===== src/rtl/ext_bus_seq_pkg.sv =====
package ext_bus_seq_pkg;

  // Tick counter width: longest phase is a 24-cycle strobe plus one, doubled.
  localparam int TICK_W = 6;

  typedef enum logic [2:0] {
    PH_IDLE,
    PH_GAP,
    PH_SETUP,
    PH_STROBE,
    PH_HOLD
  } phase_e;

  // Gap word: one idle code per access pairing.
  typedef struct packed {
    logic [2:0] rd_rd_same;
    logic [2:0] rd_rd_other;
    logic [2:0] rd_wr_same;
    logic [2:0] rd_wr_other;
    logic [2:0] after_wr;
  } gap_cfg_t;

  // Timing word: hold, setup, write wait, read wait.
  typedef struct packed {
    logic [1:0] hold;
    logic [1:0] setup;
    logic [2:0] wr_wait;
    logic [3:0] rd_wait;
  } wait_cfg_t;

  localparam int CFG_W = $bits(gap_cfg_t);

  function automatic logic [4:0] rd_wait_cycles(input logic [3:0] code);
    logic [4:0] cyc;
    if (code <= 4'd6) cyc = {1'b0, code};
    else begin
      unique case (code)
        4'd7:    cyc = 5'd8;
        4'd8:    cyc = 5'd10;
        4'd9:    cyc = 5'd12;
        4'd10:   cyc = 5'd14;
        4'd11:   cyc = 5'd18;
        default: cyc = 5'd24;
      endcase
    end
    return cyc;
  endfunction

  function automatic logic [4:0] wr_wait_cycles(input logic [2:0] code,
                                                input logic [3:0] rd_code);
    return (code == 3'd0) ? rd_wait_cycles(rd_code) : {2'b00, code - 3'd1};
  endfunction

  function automatic logic [4:0] idle_cycles(input logic [2:0] code);
    return (code <= 3'd2) ? {2'b00, code} : {1'b0, code - 3'd1, 1'b0};
  endfunction

endpackage


===== src/rtl/ext_bus_seq_regs.sv =====
module ext_bus_seq_regs
  import ext_bus_seq_pkg::*;
#(
  parameter int NSPACE      = 8,
  parameter int SPW         = 3,
  parameter int ALT_SPACE   = 1,
  parameter int RD_DFLT     = 3,
  parameter int RD_DFLT_ALT = 2
) (
  input  logic             clk,
  input  logic             rst_n,
  input  logic             cfg_we,
  input  logic [SPW-1:0]   cfg_space,
  input  logic             cfg_sel_wait,
  input  logic [CFG_W-1:0] cfg_wdata,
  output gap_cfg_t         gap_q  [NSPACE],
  output wait_cfg_t        wait_q [NSPACE]
);

  localparam gap_cfg_t GAP_RST = '{default: 3'd2};

  for (genvar i = 0; i < NSPACE; i++) begin : g_space
    localparam logic [3:0] RD_RST = (i == ALT_SPACE) ? 4'(RD_DFLT_ALT) : 4'(RD_DFLT);
    logic hit;
    logic gap_en;
    logic wait_en;

    always_comb begin
      hit     = cfg_we && (cfg_space == SPW'(i));
      gap_en  = hit && !cfg_sel_wait;
      wait_en = hit && cfg_sel_wait;
    end

    always_ff @(posedge clk or negedge rst_n) begin
      if (!rst_n) begin
        gap_q[i]  <= GAP_RST;
        wait_q[i] <= '{hold: 2'd0, setup: 2'd0, wr_wait: 3'd0, rd_wait: RD_RST};
      end else begin
        if (gap_en)  gap_q[i]  <= gap_cfg_t'(cfg_wdata);
        if (wait_en) wait_q[i] <= wait_cfg_t'(cfg_wdata[$bits(wait_cfg_t)-1:0]);
      end
    end
  end

endmodule


===== src/rtl/ext_bus_seq_gap.sv =====
module ext_bus_seq_gap
  import ext_bus_seq_pkg::*;
#(
  parameter int NSPACE = 8,
  parameter int SPW    = 3,
  parameter int TW     = TICK_W
) (
  input  logic           clk,
  input  logic           rst_n,
  input  logic           in_idle,
  input  logic           accept,
  input  logic           done,
  input  logic           req_wr,
  input  logic [SPW-1:0] req_space,
  input  gap_cfg_t       gap_q [NSPACE],
  output logic [TW-1:0]  gap_rem
);

  localparam logic [TW-1:0] CNT_SAT = {TW{1'b1}} - TW'(1);

  logic           prev_vld_q, prev_vld_d;
  logic           prev_wr_q,  prev_wr_d;
  logic [SPW-1:0] prev_sp_q,  prev_sp_d;
  logic [TW-1:0]  idle_cnt_q, idle_cnt_d;

  gap_cfg_t      sel;
  logic [2:0]    code;
  logic          same;
  logic [TW-1:0] need;
  logic [TW-1:0] elapsed;

  // Pairing decode against the previous access and gap size.
  always_comb begin
    sel  = gap_q[prev_sp_q];
    same = (prev_sp_q == req_space);
    if (prev_wr_q)   code = sel.after_wr;
    else if (req_wr) code = same ? sel.rd_wr_same : sel.rd_wr_other;
    else             code = same ? sel.rd_rd_same : sel.rd_rd_other;
    need    = prev_vld_q ? TW'({idle_cycles(code), 1'b0}) : '0;
    elapsed = idle_cnt_q + TW'(1);
    gap_rem = (need > elapsed) ? (need - elapsed) : '0;
  end

  always_comb begin
    prev_vld_d = prev_vld_q;
    prev_wr_d  = prev_wr_q;
    prev_sp_d  = prev_sp_q;
    if (accept) begin
      prev_vld_d = 1'b1;
      prev_wr_d  = req_wr;
      prev_sp_d  = req_space;
    end
    if (done)
      idle_cnt_d = '0;
    else if (in_idle && !accept && idle_cnt_q != CNT_SAT)
      idle_cnt_d = idle_cnt_q + TW'(1);
    else
      idle_cnt_d = idle_cnt_q;
  end

  always_ff @(posedge clk or negedge rst_n) begin
    if (!rst_n) begin
      prev_vld_q <= 1'b0;
      prev_wr_q  <= 1'b0;
      prev_sp_q  <= '0;
      idle_cnt_q <= '0;
    end else begin
      prev_vld_q <= prev_vld_d;
      prev_wr_q  <= prev_wr_d;
      prev_sp_q  <= prev_sp_d;
      idle_cnt_q <= idle_cnt_d;
    end
  end


  gap_bound_chk: assert property (@(posedge clk) disable iff (!rst_n)
    accept |-> (gap_rem <= TW'(24)));


  idle_clear_chk: assert property (@(posedge clk) disable iff (!rst_n)
    done |=> (idle_cnt_q == '0));

endmodule


===== src/rtl/ext_bus_seq_fsm.sv =====
module ext_bus_seq_fsm
  import ext_bus_seq_pkg::*;
#(
  parameter int NSPACE = 8,
  parameter int SPW    = 3,
  parameter int AW     = 24,
  parameter int DW     = 16,
  parameter int TW     = TICK_W
) (
  input  logic              clk,
  input  logic              rst_n,
  input  logic              start,
  input  logic [SPW-1:0]    req_space,
  input  logic              req_wr,
  input  logic [AW-1:0]     req_addr,
  input  logic [DW-1:0]     req_wdata,
  input  wait_cfg_t         wait_q [NSPACE],
  input  logic [TW-1:0]     gap_rem,
  input  logic [DW-1:0]     bus_din,
  output logic              accept,
  output logic              done,
  output logic              in_idle,
  output logic [DW-1:0]     rdata,
  output logic [AW-1:0]     bus_addr,
  output logic [DW-1:0]     bus_dout,
  output logic              bus_doe,
  output logic [NSPACE-1:0] bus_cs_n,
  output logic              bus_rd_n,
  output logic              bus_we_n
);

  phase_e         phase_q, phase_d;
  logic [TW-1:0]  cnt_q, cnt_d;
  logic [AW-1:0]  addr_q;
  logic [DW-1:0]  wdata_q;
  logic [DW-1:0]  rdata_q;
  logic [SPW-1:0] space_q;
  logic           wr_q;
  logic [TW-1:0]  su_q, stb_q, ho_q;

  wait_cfg_t      wc;
  logic [4:0]     acc_cyc;
  logic [TW-1:0]  su_n, stb_n, ho_n;
  logic           last;
  logic           cap_rd;
  logic           active;

  // Per-request tick counts from the target space's timing word.
  always_comb begin
    wc      = wait_q[req_space];
    acc_cyc = req_wr ? wr_wait_cycles(wc.wr_wait, wc.rd_wait) : rd_wait_cycles(wc.rd_wait);
    su_n    = TW'({wc.setup, 1'b1});
    stb_n   = TW'({acc_cyc + 5'd1, 1'b0});
    ho_n    = TW'({wc.hold, 1'b1});
  end

  always_comb begin
    in_idle = (phase_q == PH_IDLE);
    accept  = in_idle && start;
    last    = (cnt_q == '0);
    done    = (phase_q == PH_HOLD) && last;
    cap_rd  = (phase_q == PH_STROBE) && last && !wr_q;
    active  = (phase_q == PH_SETUP) || (phase_q == PH_STROBE) || (phase_q == PH_HOLD);
  end

  // Next-state: phase walk with a down-counter per phase.
  always_comb begin
    phase_d = phase_q;
    cnt_d   = cnt_q;
    unique case (phase_q)
      PH_IDLE: begin
        if (start) begin
          if (gap_rem != '0) begin
            phase_d = PH_GAP;
            cnt_d   = gap_rem - TW'(1);
          end else begin
            phase_d = PH_SETUP;
            cnt_d   = su_n - TW'(1);
          end
        end
      end
      PH_GAP: begin
        if (last) begin
          phase_d = PH_SETUP;
          cnt_d   = su_q - TW'(1);
        end else cnt_d = cnt_q - TW'(1);
      end
      PH_SETUP: begin
        if (last) begin
          phase_d = PH_STROBE;
          cnt_d   = stb_q - TW'(1);
        end else cnt_d = cnt_q - TW'(1);
      end
      PH_STROBE: begin
        if (last) begin
          phase_d = PH_HOLD;
          cnt_d   = ho_q - TW'(1);
        end else cnt_d = cnt_q - TW'(1);
      end
      PH_HOLD: begin
        if (last) begin
          phase_d = PH_IDLE;
          cnt_d   = '0;
        end else cnt_d = cnt_q - TW'(1);
      end
      default: begin
        phase_d = PH_IDLE;
        cnt_d   = '0;
      end
    endcase
  end

  always_ff @(posedge clk or negedge rst_n) begin
    if (!rst_n) begin
      phase_q <= PH_IDLE;
      cnt_q   <= '0;
    end else begin
      phase_q <= phase_d;
      cnt_q   <= cnt_d;
    end
  end

  // Request capture, enabled only by an accepted start.
  always_ff @(posedge clk or negedge rst_n) begin
    if (!rst_n) begin
      addr_q  <= '0;
      wdata_q <= '0;
      space_q <= '0;
      wr_q    <= 1'b0;
      su_q    <= '0;
      stb_q   <= '0;
      ho_q    <= '0;
    end else if (accept) begin
      addr_q  <= req_addr;
      wdata_q <= req_wdata;
      space_q <= req_space;
      wr_q    <= req_wr;
      su_q    <= su_n;
      stb_q   <= stb_n;
      ho_q    <= ho_n;
    end
  end

  // Read data capture on the last strobe tick.
  always_ff @(posedge clk or negedge rst_n) begin
    if (!rst_n)      rdata_q <= '0;
    else if (cap_rd) rdata_q <= bus_din;
  end

  always_comb begin
    rdata    = rdata_q;
    bus_addr = addr_q;
    bus_dout = wdata_q;
    bus_doe  = active && wr_q;
    bus_cs_n = active ? ~(NSPACE'(1) << space_q) : '1;
    bus_rd_n = !((phase_q == PH_STROBE) && !wr_q);
    bus_we_n = !((phase_q == PH_STROBE) && wr_q);
  end


  strobe_excl_chk: assert property (@(posedge clk) disable iff (!rst_n)
    !(!bus_rd_n && !bus_we_n));


  cs_single_chk: assert property (@(posedge clk) disable iff (!rst_n)
    $onehot0(~bus_cs_n));


  setup_first_chk: assert property (@(posedge clk) disable iff (!rst_n)
    $rose(|(~bus_cs_n)) |-> (bus_rd_n && bus_we_n));


  hold_after_strobe_chk: assert property (@(posedge clk) disable iff (!rst_n)
    ($rose(bus_rd_n) || $rose(bus_we_n)) |-> ($countones(~bus_cs_n) == 1));


  ready_pulse_chk: assert property (@(posedge clk) disable iff (!rst_n)
    done |=> (in_idle && !done));


  busy_start_chk: assert property (@(posedge clk) disable iff (!rst_n)
    (!in_idle && start) |=> ($stable(bus_addr) && $stable(bus_dout)));

endmodule


===== src/rtl/ext_bus_sequencer.sv =====
module ext_bus_sequencer
  import ext_bus_seq_pkg::*;
#(
  parameter int NSPACE = 8,
  parameter int AW     = 24,
  parameter int DW     = 16,
  localparam int SPW   = $clog2(NSPACE)
) (
  input  logic              clk,
  input  logic              rst_n,
  input  logic              start,
  input  logic [SPW-1:0]    req_space,
  input  logic              req_wr,
  input  logic [AW-1:0]     req_addr,
  input  logic [DW-1:0]     req_wdata,
  output logic              busy,
  output logic              ready,
  output logic [DW-1:0]     rdata,
  input  logic              cfg_we,
  input  logic [SPW-1:0]    cfg_space,
  input  logic              cfg_sel_wait,
  input  logic [CFG_W-1:0]  cfg_wdata,
  output logic [AW-1:0]     bus_addr,
  output logic [DW-1:0]     bus_dout,
  output logic              bus_doe,
  input  logic [DW-1:0]     bus_din,
  output logic [NSPACE-1:0] bus_cs_n,
  output logic              bus_rd_n,
  output logic              bus_we_n
);

  logic [1:0]       rst_pipe;
  logic             rst_s_n;
  gap_cfg_t         gap_q  [NSPACE];
  wait_cfg_t        wait_q [NSPACE];
  logic [TICK_W-1:0] gap_rem;
  logic             accept;
  logic             done;
  logic             in_idle;

  // Asynchronous assert, synchronous release.
  always_ff @(posedge clk or negedge rst_n) begin
    if (!rst_n) rst_pipe <= '0;
    else        rst_pipe <= {rst_pipe[0], 1'b1};
  end
  assign rst_s_n = rst_pipe[1];

  ext_bus_seq_regs #(.NSPACE(NSPACE), .SPW(SPW)) u_regs (
    .clk, .rst_n(rst_s_n), .cfg_we, .cfg_space, .cfg_sel_wait, .cfg_wdata,
    .gap_q, .wait_q
  );

  ext_bus_seq_gap #(.NSPACE(NSPACE), .SPW(SPW), .TW(TICK_W)) u_gap (
    .clk, .rst_n(rst_s_n), .in_idle, .accept, .done, .req_wr, .req_space,
    .gap_q, .gap_rem
  );

  ext_bus_seq_fsm #(.NSPACE(NSPACE), .SPW(SPW), .AW(AW), .DW(DW), .TW(TICK_W)) u_fsm (
    .clk, .rst_n(rst_s_n), .start, .req_space, .req_wr, .req_addr, .req_wdata,
    .wait_q, .gap_rem, .bus_din, .accept, .done, .in_idle, .rdata,
    .bus_addr, .bus_dout, .bus_doe, .bus_cs_n, .bus_rd_n, .bus_we_n
  );

  assign busy  = !in_idle;
  assign ready = done;


  idle_quiet_chk: assert property (@(posedge clk) disable iff (!rst_s_n)
    !busy |-> (bus_cs_n == '1 && bus_rd_n && bus_we_n && !bus_doe));

endmodule


===== config.mk =====
export PLATFORM = sky130hd
export DESIGN_NAME = ext_bus_sequencer
export DESIGN_NICKNAME = d
export VERILOG_FILES = /design/src/rtl/ext_bus_seq_pkg.sv /design/src/rtl/ext_bus_seq_regs.sv /design/src/rtl/ext_bus_seq_gap.sv /design/src/rtl/ext_bus_seq_fsm.sv /design/src/rtl/ext_bus_sequencer.sv
export SDC_FILE = /design/constraint.sdc
export NUM_CORES = 1
export LEC_CHECK = 0
export ABC_AREA = 1
export BUFFER_PORTS_ARGS = -buffer_cell sky130_fd_sc_hd__buf_4
export CAP_MARGIN = 20
export CORE_MARGIN = 2
export CORE_UTILIZATION = 59
export DETAILED_ROUTE_END_ITERATION = 10
export GPL_ROUTABILITY_DRIVEN = 0
export HOLD_SLACK_MARGIN = 0.12
export PLACE_DENSITY = 0.8
export SLEW_MARGIN = 20
export SYNTH_ARGS = -nofsm -noshare
export SYNTH_HDL_FRONTEND = slang
export SYNTH_SLANG_ARGS = --single-unit

===== constraint.sdc =====
create_clock -name clk -period 10.4 [get_ports clk]
set_clock_uncertainty 0.2 [all_clocks]
set_input_delay 1.04 -clock clk [delete_from_list [all_inputs] [get_ports clk]]
set_output_delay 1.04 -clock clk [all_outputs]
set_load 0.005 [all_outputs]

==> Yosys cells after proc, flatten, opt, wreduce, memory -nomap -nowiden <==
Cells that the tools add are included.
{ "word_totals": {"register_bits": 297, "inputBits": 83, "word_cells": 210} }
{ "classes": {"n_addsub": 11, "order_cmp": 5, "n_eq_ne": 23, "n_shift": 1, "n_mux": 34, "n_bitwise": 3, "n_reduce_logical": 48} }
{ "op_table": {"columns": ["cell", "count"], "rows": [
  ["two-way mux 6 bit", 10],
  ["binary-select mux 15 bit (select 3 bit)", 1],
  ["binary-select mux 11 bit (select 3 bit)", 1],
  ["logical AND 1 bit", 33],
  ["two-way mux 15 bit", 2],
  ["case mux 6 bit (5 select lines)", 1],
  ["two-way mux 3 bit", 9],
  ["case mux 5 bit (5 select lines)", 1],
  ["two-way mux 11 bit", 2],
  ["subtractor 6 x 1 -> 6 bit (second input constant)", 3],
  ["== test 4 bit (second input constant)", 4],
  ["== test 3 bit (second input constant)", 5],
  ["two-way mux 5 bit", 3],
  ["case mux 3 bit (5 select lines)", 1],
  ["== test 3 x 2 -> 1 bit (second input constant)", 4],
  ["subtractor 3 x 1 -> 4 bit (second input constant)", 3],
  ["zero test 3 bit", 3],
  ["greater-or-equal comparator 4 bit (second input constant)", 2],
  ["two-way mux 8 bit", 1],
  ["inequality test 2 x 1 -> 1 bit (second input constant)", 4],
  ["NOT 3 -> 4 bit", 2],
  ["NOT 8 bit", 1],
  ["left shift 1 x 3 -> 8 bit (first input constant)", 1],
  ["adder 6 x 1 -> 6 bit (second input constant)", 1],
  ["other kinds (19)", 27]
]} }

==> Depth between registers and ports, before layout <==
Gate-level depths: netlist of the first run.
{ "depth": {"ltp_word": 16, "mapped_depth": 33} }

==> Cells and area by module <==
A second synthesis of the first run with hierarchy kept.
{ "hier_totals": {"cells_unflattened": 2039, "hier_area_um2": 15561.2} }
{ "modules_own_cells": {"columns": ["mod", "instances", "cells_each", "area_per_inst_um2"], "rows": [
  ["ext_bus_seq_regs", 1, 961, 8499.4],
  ["ext_bus_seq_fsm", 1, 660, 4725.8],
  ["ext_bus_seq_gap", 1, 414, 2278.4],
  ["ext_bus_sequencer", 1, 4, 57.6]
]} }

==> Worst setup path after synthesis of the first run <==
Ideal clock, no wire load.
{ "synth_path": {"kind": "input port to flip-flop", "start": "input req_space[0]", "end": "register u_fsm.cnt_q[2]", "setup_ns": 0.117, "arrival_ns": 4.207, "setup_slack_ns": 5.875, "cell_stages": 31, "n_path_buf": 1, "cell_sequence": "buf_2 > xnor2_1 > nand3_2 > inv_2 > nand3_1 > nand3_1 > nand3_2 > nand2_1 > inv_1 > ha_1 > inv_1 > nand2_2 > nand2_1 > nand2_1 > nor2_1 > ha_1 > a21oi_1 > nor2_1 > o21ai_0 > nand2_4 > nand2_2 > inv_2 > nand2_1 > ha_1 > nand2_1 > nor2_1 > nand2_1 > nand3_1 > nand3_1 > nand2_1 > nand2_1"} }
{ "synth_between": {"elab_chain_len": 13, "word_cells_on_any_way": 22, "cone_classes": "add/sub: 4; order compare: 2; eq/ne: 1; mux: 13; bitwise: 1; reduce/logical: 1"} }
{ "synth_rtl": {"columns": ["element", "line", "text"], "rows": [
  ["start, declared", "ext_bus_sequencer.sv:12", "input logic [SPW-1:0] req_space,"],
  ["== test 3 bit", "ext_bus_seq_gap.sv:35", "same = (prev_sp_q == req_space);"],
  ["two-way mux 3 bit (on tied branches)", "ext_bus_seq_gap.sv:38, ext_bus_seq_gap.sv:37", null],
  ["two-way mux 3 bit", "ext_bus_seq_gap.sv:37", "else if (req_wr) code = same ? sel.rd_wr_same : sel.rd_wr_other;"],
  ["two-way mux 3 bit", "ext_bus_seq_gap.sv:36", "if (prev_wr_q) code = sel.after_wr;"],
  ["subtractor 3 x 1 -> 3 bit or <= comparator 3 x 2 -> 1 bit (tied branches)", "ext_bus_seq_pkg.sv:55", "return (code <= 3'd2) ? {2'b00, code} : {1'b0, code - 3'd1, 1'b0};"],
  ["two-way mux 4 bit", "ext_bus_seq_pkg.sv:55", null],
  ["two-way mux 6 bit", "ext_bus_seq_gap.sv:39", "need = prev_vld_q ? TW'({idle_cycles(code), 1'b0}) : '0;"],
  ["subtractor 6 bit or > comparator 6 bit (tied branches)", "ext_bus_seq_gap.sv:41", "gap_rem = (need > elapsed) ? (need - elapsed) : '0;"],
  ["two-way mux 6 bit", "ext_bus_seq_gap.sv:41", null],
  ["subtractor 6 x 1 -> 6 bit or nonzero test 6 bit (tied branches)", "ext_bus_seq_fsm.sv:75, ext_bus_seq_fsm.sv:73", null],
  ["two-way mux 6 bit *", "ext_bus_seq_fsm.sv:73", "if (gap_rem != '0) begin"],
  ["two-way mux 6 bit *", "ext_bus_seq_fsm.sv:72", "if (start) begin"],
  ["case mux 6 bit (5 select lines) *", "ext_bus_seq_fsm.sv:70", "unique case (phase_q)"],
  ["end signal, assigned", "ext_bus_seq_fsm.sv:119", "cnt_q <= cnt_d;"],
  ["end, declared", "ext_bus_seq_fsm.sv:33", "logic [TW-1:0] cnt_q, cnt_d;"]
]} }
Every way passes the cells marked *; elsewhere a longest branch is shown, timed or not. The select of a mux whose other input is x is not followed.
A chain may end at the register's enable or synchronous reset.

==> metrics.md, run 1 <==
| Metric | Value |
|---|---|
| Placed cell area | 0.0151 mm^2 |
| Share of flip-flops with an asynchronous set or reset | 1.00 |
| Synth-to-Final Area Change | 16.7% |
| Global route total overflow | 0 |
| Dominant synthesized flop cell | dfrtp_1 |
| Worst R2R Start | u_fsm.space_q[2] |
| Vias in the first global route | around 12000 |
| Hpwl dp | ~23000 um |
| Initial antenna violation count | 0 |
| Core Rows | 56 |
| Post-DRT Antenna Nets | 0 |
| Initial drt markers | approximately 1200 |
| Crit path launch | u_fsm.space_q[2] |
| Post-synth top area cell | dfrtp_1 |
| DR vias/cell | 5.68 |
| GRT Overall Usage | 0.287 |
| DR pass1 iterations | 6 |
| Share of cells above drive strength 1 | 0.172 |
| Int Power | 2.92 mW |
| Routed len/inst | 16.9 um |
| Req. time, crit path | 10650 ps |
| Vias | 12200 |
| Root Buffer | clkbuf_16 |
| Crit path capture type | flop |
| Port bufs | 151 |
| Initial Util | 0.599 |
| Max_cap viols | 0 |
| Max VDD drop | 0.176 mV |
| Final setup viols | 0 |
| Fin cells | around 2100 |
| Clock sinks | 295 |
| Post-CTS Setup Bufs | 0 |
| TNS Setup | 0 ps |
| R2r worst-path depth | 29 |
| Hold slack | 160 ps |
| Register area share after synthesis | 0.534 |
| HP Class | flop to flop |
| Skew-Pair Late Insertion Delay | approximately 560 ps |
| Mapped Nets | 1809 |
| Max-slew violation count | 0 |
| Crit path top cell by count | nand2_1 |
| Sw frac | 0.368 |
| Setup CP Type | flop to flop |
| P_leak | 7.97 nW |
| Worst hold stages | 0 |
| N_diodes | 0 |
| Period utilization | 0.528 |
| Distinct cells, synth | 45 |
| Setup ws final | 4910 ps |
| CTS tree | built |
| Rel. slew slack | 0.272 |
| Die height | between 150 and 200 um |
| Largest net degree at the start of global routing | 165 |
| First-pass GRT wire length | 57500 um |
| Core footprint | 0.0233 mm^2 |
| Min-Delay Endpoint | rst_pipe[1] |
| Final Power | 4.62 mW |
| Clock buffer depth | 3 |
| Cell Pwr Density | 284 mW/mm^2 |
| Average size of a mapped cell | roughly 8 um^2 |
| Critical Path AT | between 5000 and 6000 ps |
| Resize count post-CTS | 0 |
| Nets | 1903 |
| Most frequent cells in the layout | nand2_1 (621), o21ai_0 (287), dfrtp_1 (239), buf_4 (156), nor2_1 (87) |
| Htree depth | 1 |
| Mapped cell area | 0.0140 mm^2 |
| Final Hold Fails | 0 |
| Combinational share of power | 0.366 |
| Clock network fraction of total power | 0.262 |
| Die X | around 160 um |
| Yosys warning count | 0 |
| FMAX | approximately 180 MHz |
| Hold path start | rst_pipe[0] |
| Worst path slowest cell | dfrtp_1 |
| Hold buffer count at cts | 1 |
| Total wire length | 36200 um |
| Post-synth EDFFs | 0 |
| Num CTS Buffers | 31 |
| Top cell type's share of synthesized area | 0.430 |
| FF+latch count, synth | between 200 and 300 |
| Final non-filler cell area | about 0.016 mm^2 |
| Most common cell after layout, fill and taps aside | nand2_1 |
| R2R setup slack | 4910 ps |
| NetSw | 1.70 mW |
| Placed Cells | around 2100 |
| Outcome | finished, final reports clean |
| I/O pin count | 152 |
| Main area contributors after synthesis | dfrtp_1 (43%), nand2_1 (17%), dfstp_2 (10%), o21ai_0 (10%), nor2_1 (2.3%) |
| Clock slew seen by the registers of the worst setup and hold paths | around 70 ps |
| Slew @ Worst Pin | 1090 ps |
| Post-layout util | 0.699 |
| RSZ-0062 raised after global routing | false |
| Critical path's largest stage delay | 910 ps |
| Crit-path max FO | 18 |
| Residual DRC | 0 |
| Place WS | about 5000 ps |
| Worst reg2reg endpoint | u_fsm.cnt_q[2] |
| Critical path launch point type | flop |
| Sequential Power Share | 0.372 |
| Synthesized instance count | 1707 |
| Tmin final | between 5000 and 6000 ps |
| Die footprint | 0.0249 mm^2 |
-- cell families after synthesis --
logic type	count (synthesis)	share of synthesized area
flops	295	0.534
compound gates	354	0.134
simple gates	817	0.236
other cells	1	0.000269
fa+ha+maj	19	0.0170
buf+inv	185	0.0537
xor+xnor	20	0.0125
mux	16	0.0129
-- how the worst max path moves through the flow --
stage          slack (ps)                end
2_1_floorplan        1470  u_fsm.bus_addr[0]
4_1_cts              5050     u_fsm.cnt_q[1]
3_3_place_gp         5260     u_fsm.cnt_q[2]
5_1_grt              4540     u_fsm.cnt_q[1]
3_5_place_dp         5030     u_fsm.cnt_q[2]
6_report             4910     u_fsm.cnt_q[2]
-- state kept, by name, indices dropped and copies added (netlist names) --
name and count:
u_fsm.bus_dout 16, rst_pipe 2, u_fsm.cnt_q 6, u_fsm.wr_q 1, u_regs.wait_q 88, u_fsm.ho_q 2, u_gap.idle_cnt_q 6, u_fsm.space_q 3
u_fsm.su_q 3, u_regs.gap_q 120, u_fsm.bus_addr 24, u_fsm.stb_q 5, u_fsm.rdata 16, u_fsm.phase_q 3
-- routing by layer --
layer | share of wire | global-route usage | wire [um]
met4 | 0.030 | 0.103 | 1100
met5 | 0 | 0 | 0
met1 | 0.41 | 0.384 | 15000
met3 | 0.071 | 0.0452 | 2570
met2 | 0.48 | 0.476 | 17600
-- final cells by class --
type / instances / area (um^2)
clock buffers: 41 / 863
inverters: 87 / 327
flip-flops and latches: 295 / 7450
fillers: 1820 / 7030
multi-input cells: 1227 / 5780
well taps: 319 / 399
clock inverters: 16 / 255
repair buffers: 159 / 1220
-- synthesized netlist by cell type, types with 16 or more instances --
library cell,count
o22ai_1,20
mux2_2,16
inv_1,79
nand3_1,63
dfrtp_1,240
clkbuf_1,80
dfstp_2,55
o21ai_0,287
nand2_1,624
nand4_1,18
ha_1,19
nor2_1,87
-- power groups by stage --
stage | Combinational, mW | Clock, mW | Sequential [mW]
after floorplan | 1.16 | 0 | 1.69
after global placement | 1.61 | 0 | 1.72
after detailed placement | 1.67 | 0 | 1.72
after CTS | 1.68 | 1.22 | 1.71
after global routing | 1.91 | 1.27 | 1.76
final | 1.69 | 1.21 | 1.72
-- critical path: cells and delay by family, from the launching register on --
family / cells / cell delay [ps]
AOI/OAI and AO/OA: 2 / 530
adders and majority gates: 3 / 660
buffers and inverters: 3 / 920
DFF: 1 / 910
and+or+nand+nor: 21 / 2150
No activity file was read; power rests on OpenSTA's default activity.
==> inputs of run 2 (changes only) <==
ABC_AREA = 0   (was 1)
clock period = 5.2 ns   (was 10.4 ns; I/O delays follow)
==> run 2 against run 1 <==
  * Register-to-register slack got worse by 4800 ps
  * Hold slack lost 14 ps
  * Core utilization up 4.5 points
  * Highest routed layer unchanged
==> metrics.md, run 2 <==
| Metric | Value |
|---|---|
| Final setup viols | 0 |
| Most frequent cells in the layout | dfrtp_1 (236), mux2_2 (228), buf_4 (201), nand2_1 (167), dlygate4sd3_1 (63) |
| Largest Register | u_regs.gap_q |
| Hpwl dp | 21700 um |
| Main area contributors after synthesis | dfrtp_1 (42%), mux2_2 (18%), dfstp_2 (10%), mux4_2 (6.6%), nand2_1 (4.4%) |
| Share of cells above drive strength 1 | 0.447 |
| Root Buffer | clkbuf_16 |
| Critical Path AT | 5320 ps |
| Die X | 160 um |
| Distinct cells, synth | 70 |
| FMAX | 198 MHz |
| First-pass GRT wire length | 58000 um |
| I/O pin count | 152 |
| Mapped cell area | 0.0143 mm^2 |
| Initial antenna violation count | 0 |
| Setup CP Type | flop to flop |
| Top cell type's share of synthesized area | 0.419 |
| Layout fillers | 1466 |
| Clock buffer depth | 3 |
| Hold slack | 147 ps |
| Nets | approximately 1500 |
| Initial drt markers | 780 |
| P_leak | 8.00 nW |
| Most common cell after layout, fill and taps aside | dfrtp_1 |
| Crit path capture type | flop |
| Critical path launch point type | flop |
| Largest net degree at the start of global routing | 136 |
| Htree depth | 1 |
| Skew-Pair Late Insertion Delay | 550 ps |
| Top-count cell post-synth | dfrtp_1 |
| Outcome | finished, final reports clean |
| Average size of a mapped cell | 12.4 um^2 |
| Setup ws final | 137 ps |
| Vias | ~10000 |
| N_diodes | 0 |
| Clock sinks | 295 |
| Die footprint | 0.0256 mm^2 |
| Register area share after synthesis | 0.520 |
| Global route total overflow | 0 |
| Initial Util | 0.595 |
| Final Power | approximately 11 mW |
| Post-synth top area cell | dfrtp_1 |
| Yosys warning count | 0 |
| Die height | 160 um |
| Vias in the first global route | 10900 |
| Crit-path max FO | 5 |
| Mapped Nets | 1259 |
| Routed len/inst | 21.0 um |
| Post-synth top cells | dfrtp_1 (240), mux2_2 (228), nand2_1 (169) |
| Slew @ Worst Pin | 1100 ps |
| Max VDD drop | 0.524 mV |
| CTS tree | built |
| Core Rows | 57 |
| DR pass1 iterations | 6 |
| Period utilization | 0.974 |
| Port bufs | 151 |
| Max-slew violation count | 0 |
| Final Hold Fails | 0 |
| Clock slew seen by the registers of the worst setup and hold paths | 60 ps |
| Dominant synthesized flop cell | dfrtp_1 |
| HP Class | input pin to flop |
| Total wire length | 36400 um |
| GRT Overall Usage | 0.285 |
| Cell Pwr Density | 627 mW/mm^2 |
| Residual DRC | 0 |
| Max_cap viols | 0 |
| Post-DRT Antenna Nets | 0 |
| Post-synth EDFFs | 0 |
| Rel. slew slack | 0.265 |
| Max reg flops | 120 |
| Req. time, crit path | 5460 ps |
| TNS Setup | 0 ps |
| Core footprint | ~0.024 mm^2 |
| FF+latch count, synth | 295 |
| Place WS | -241 ps |
| Synthesized instance count | 1157 |
| Tmin final | 5060 ps |
| Num CTS Buffers | 31 |
| Share of flip-flops with an asynchronous set or reset | 1.00 |
| Synth-to-Final Area Change | 25.0% |
| DR vias/cell | 5.99 |
-- run 2: cell count changes in the layout (fill, tap and decap cells not counted), moves of 38 or more --
cell           delta
o21ai_0         -267
mux4_2           +42
mux2_2          +212
nand2_1         -454
nand3_1          -44
dlygate4sd3_1    +62
inv_1            -66
buf_4            +45
nor2_1           -38
-- run 2: path summary, 6_finish.rpt --
kind / startpoint / to / slack, ps / cells after the start
max: u_fsm.space_q[1] / u_fsm.phase_q[0] / 140 / 22
min: cfg_wdata[8] / u_regs.gap_q[53] / 150 / 2
max reg2reg: u_fsm.space_q[1] / u_fsm.phase_q[0] / 140 / 22
min reg2reg: rst_pipe[0] / rst_pipe[1] / 170 / 0
max in group asynchronous: rst_pipe[1] / u_fsm.space_q[0] / 3330 / 1
min in group asynchronous: rst_pipe[1] / u_fsm.rdata[11] / 240 / 0
-- run 2: report_power, final --
part           switching, mW  leakage, nW  internal [mW]
sequential             0.523         3.52           3.07
combinational           2.57         3.96           2.84
clock                  0.903        0.520           1.33
total                   4.00         8.00           7.24
-- run 2: layer usage --
layer	track usage	up-vias	wire length, um
met2	0.477	367	18100
li1	-	4586	-
met1	0.385	5352	15200
met5	0	-	0
met4	0.0876	0	1100
met3	0.0481	93	2000
-- run 2: final cells by class --
cell class                      count  area, um^2  share of cell area
Clock buffer                       46         932              0.0520
Clock inverter                     11         115             0.00642
Inverter                           15        56.3             0.00314
Multi-Input combinational cell    774        6720               0.375
Sequential cell                   295        7460               0.416
Tap cell                          324         405              0.0226
Timing Repair Buffer              270        2240               0.125
-- run 2: metrics by stage --
| stage | area, um^2 | utilization | cells |
|---|---|---|---|
| floorplan | 14300 | - | 1157 |
| global placement | 16000 | 0.663 | 1609 |
| detailed placement | 16000 | 0.663 | 1611 |
| CTS | 17700 | 0.735 | 1733 |
| global route | 17900 | 0.743 | 1735 |
| finish | 17900 | 0.743 | 1735 |
-- run 2: kinds of logic (layout without fill, tap and decap cells) --
kind of cell | count (synthesis) | in the layout | share of synthesized area
flops | 295 | 295 | 0.520
simple gates | 311 | 311 | 0.0969
compound gates | 116 | 116 | 0.0573
xor+xnor | 24 | 24 | 0.0147
other cells | 1 | 1 | 0.000262
buf+inv | 88 | 342 | 0.0265
mux | 303 | 303 | 0.268
fa+ha+maj | 19 | 19 | 0.0166
-- run 2: timing repair --
item | CTS | global route
setup endpoints to repair | 3 | 8
buffers inserted | 2 | 3
gates resized for setup | 10 | 36
hold buffers | 63 | 0
hold endpoints to repair | 91 | 0
pin swaps | 3 | 17
-- run 2: critical path: stages, from the launching register on --
cell and delay (ps):
dfrtp_2 380, buf_4 170, buf_4 150, mux2_2 330, a2bb2oi_1 130, a31oi_1 210
a211oi_2 150, or2_4 300, ha_4 160, inv_2 80, o21ai_4 80, a211oi_2 260
ha_1 300, and3_4 200, a21oi_4 120, nand2_1 70, o31a_1 330, or2_4 280
ha_4 160, and3_4 150, a22o_4 240, or3_4 330, a221oi_2 230
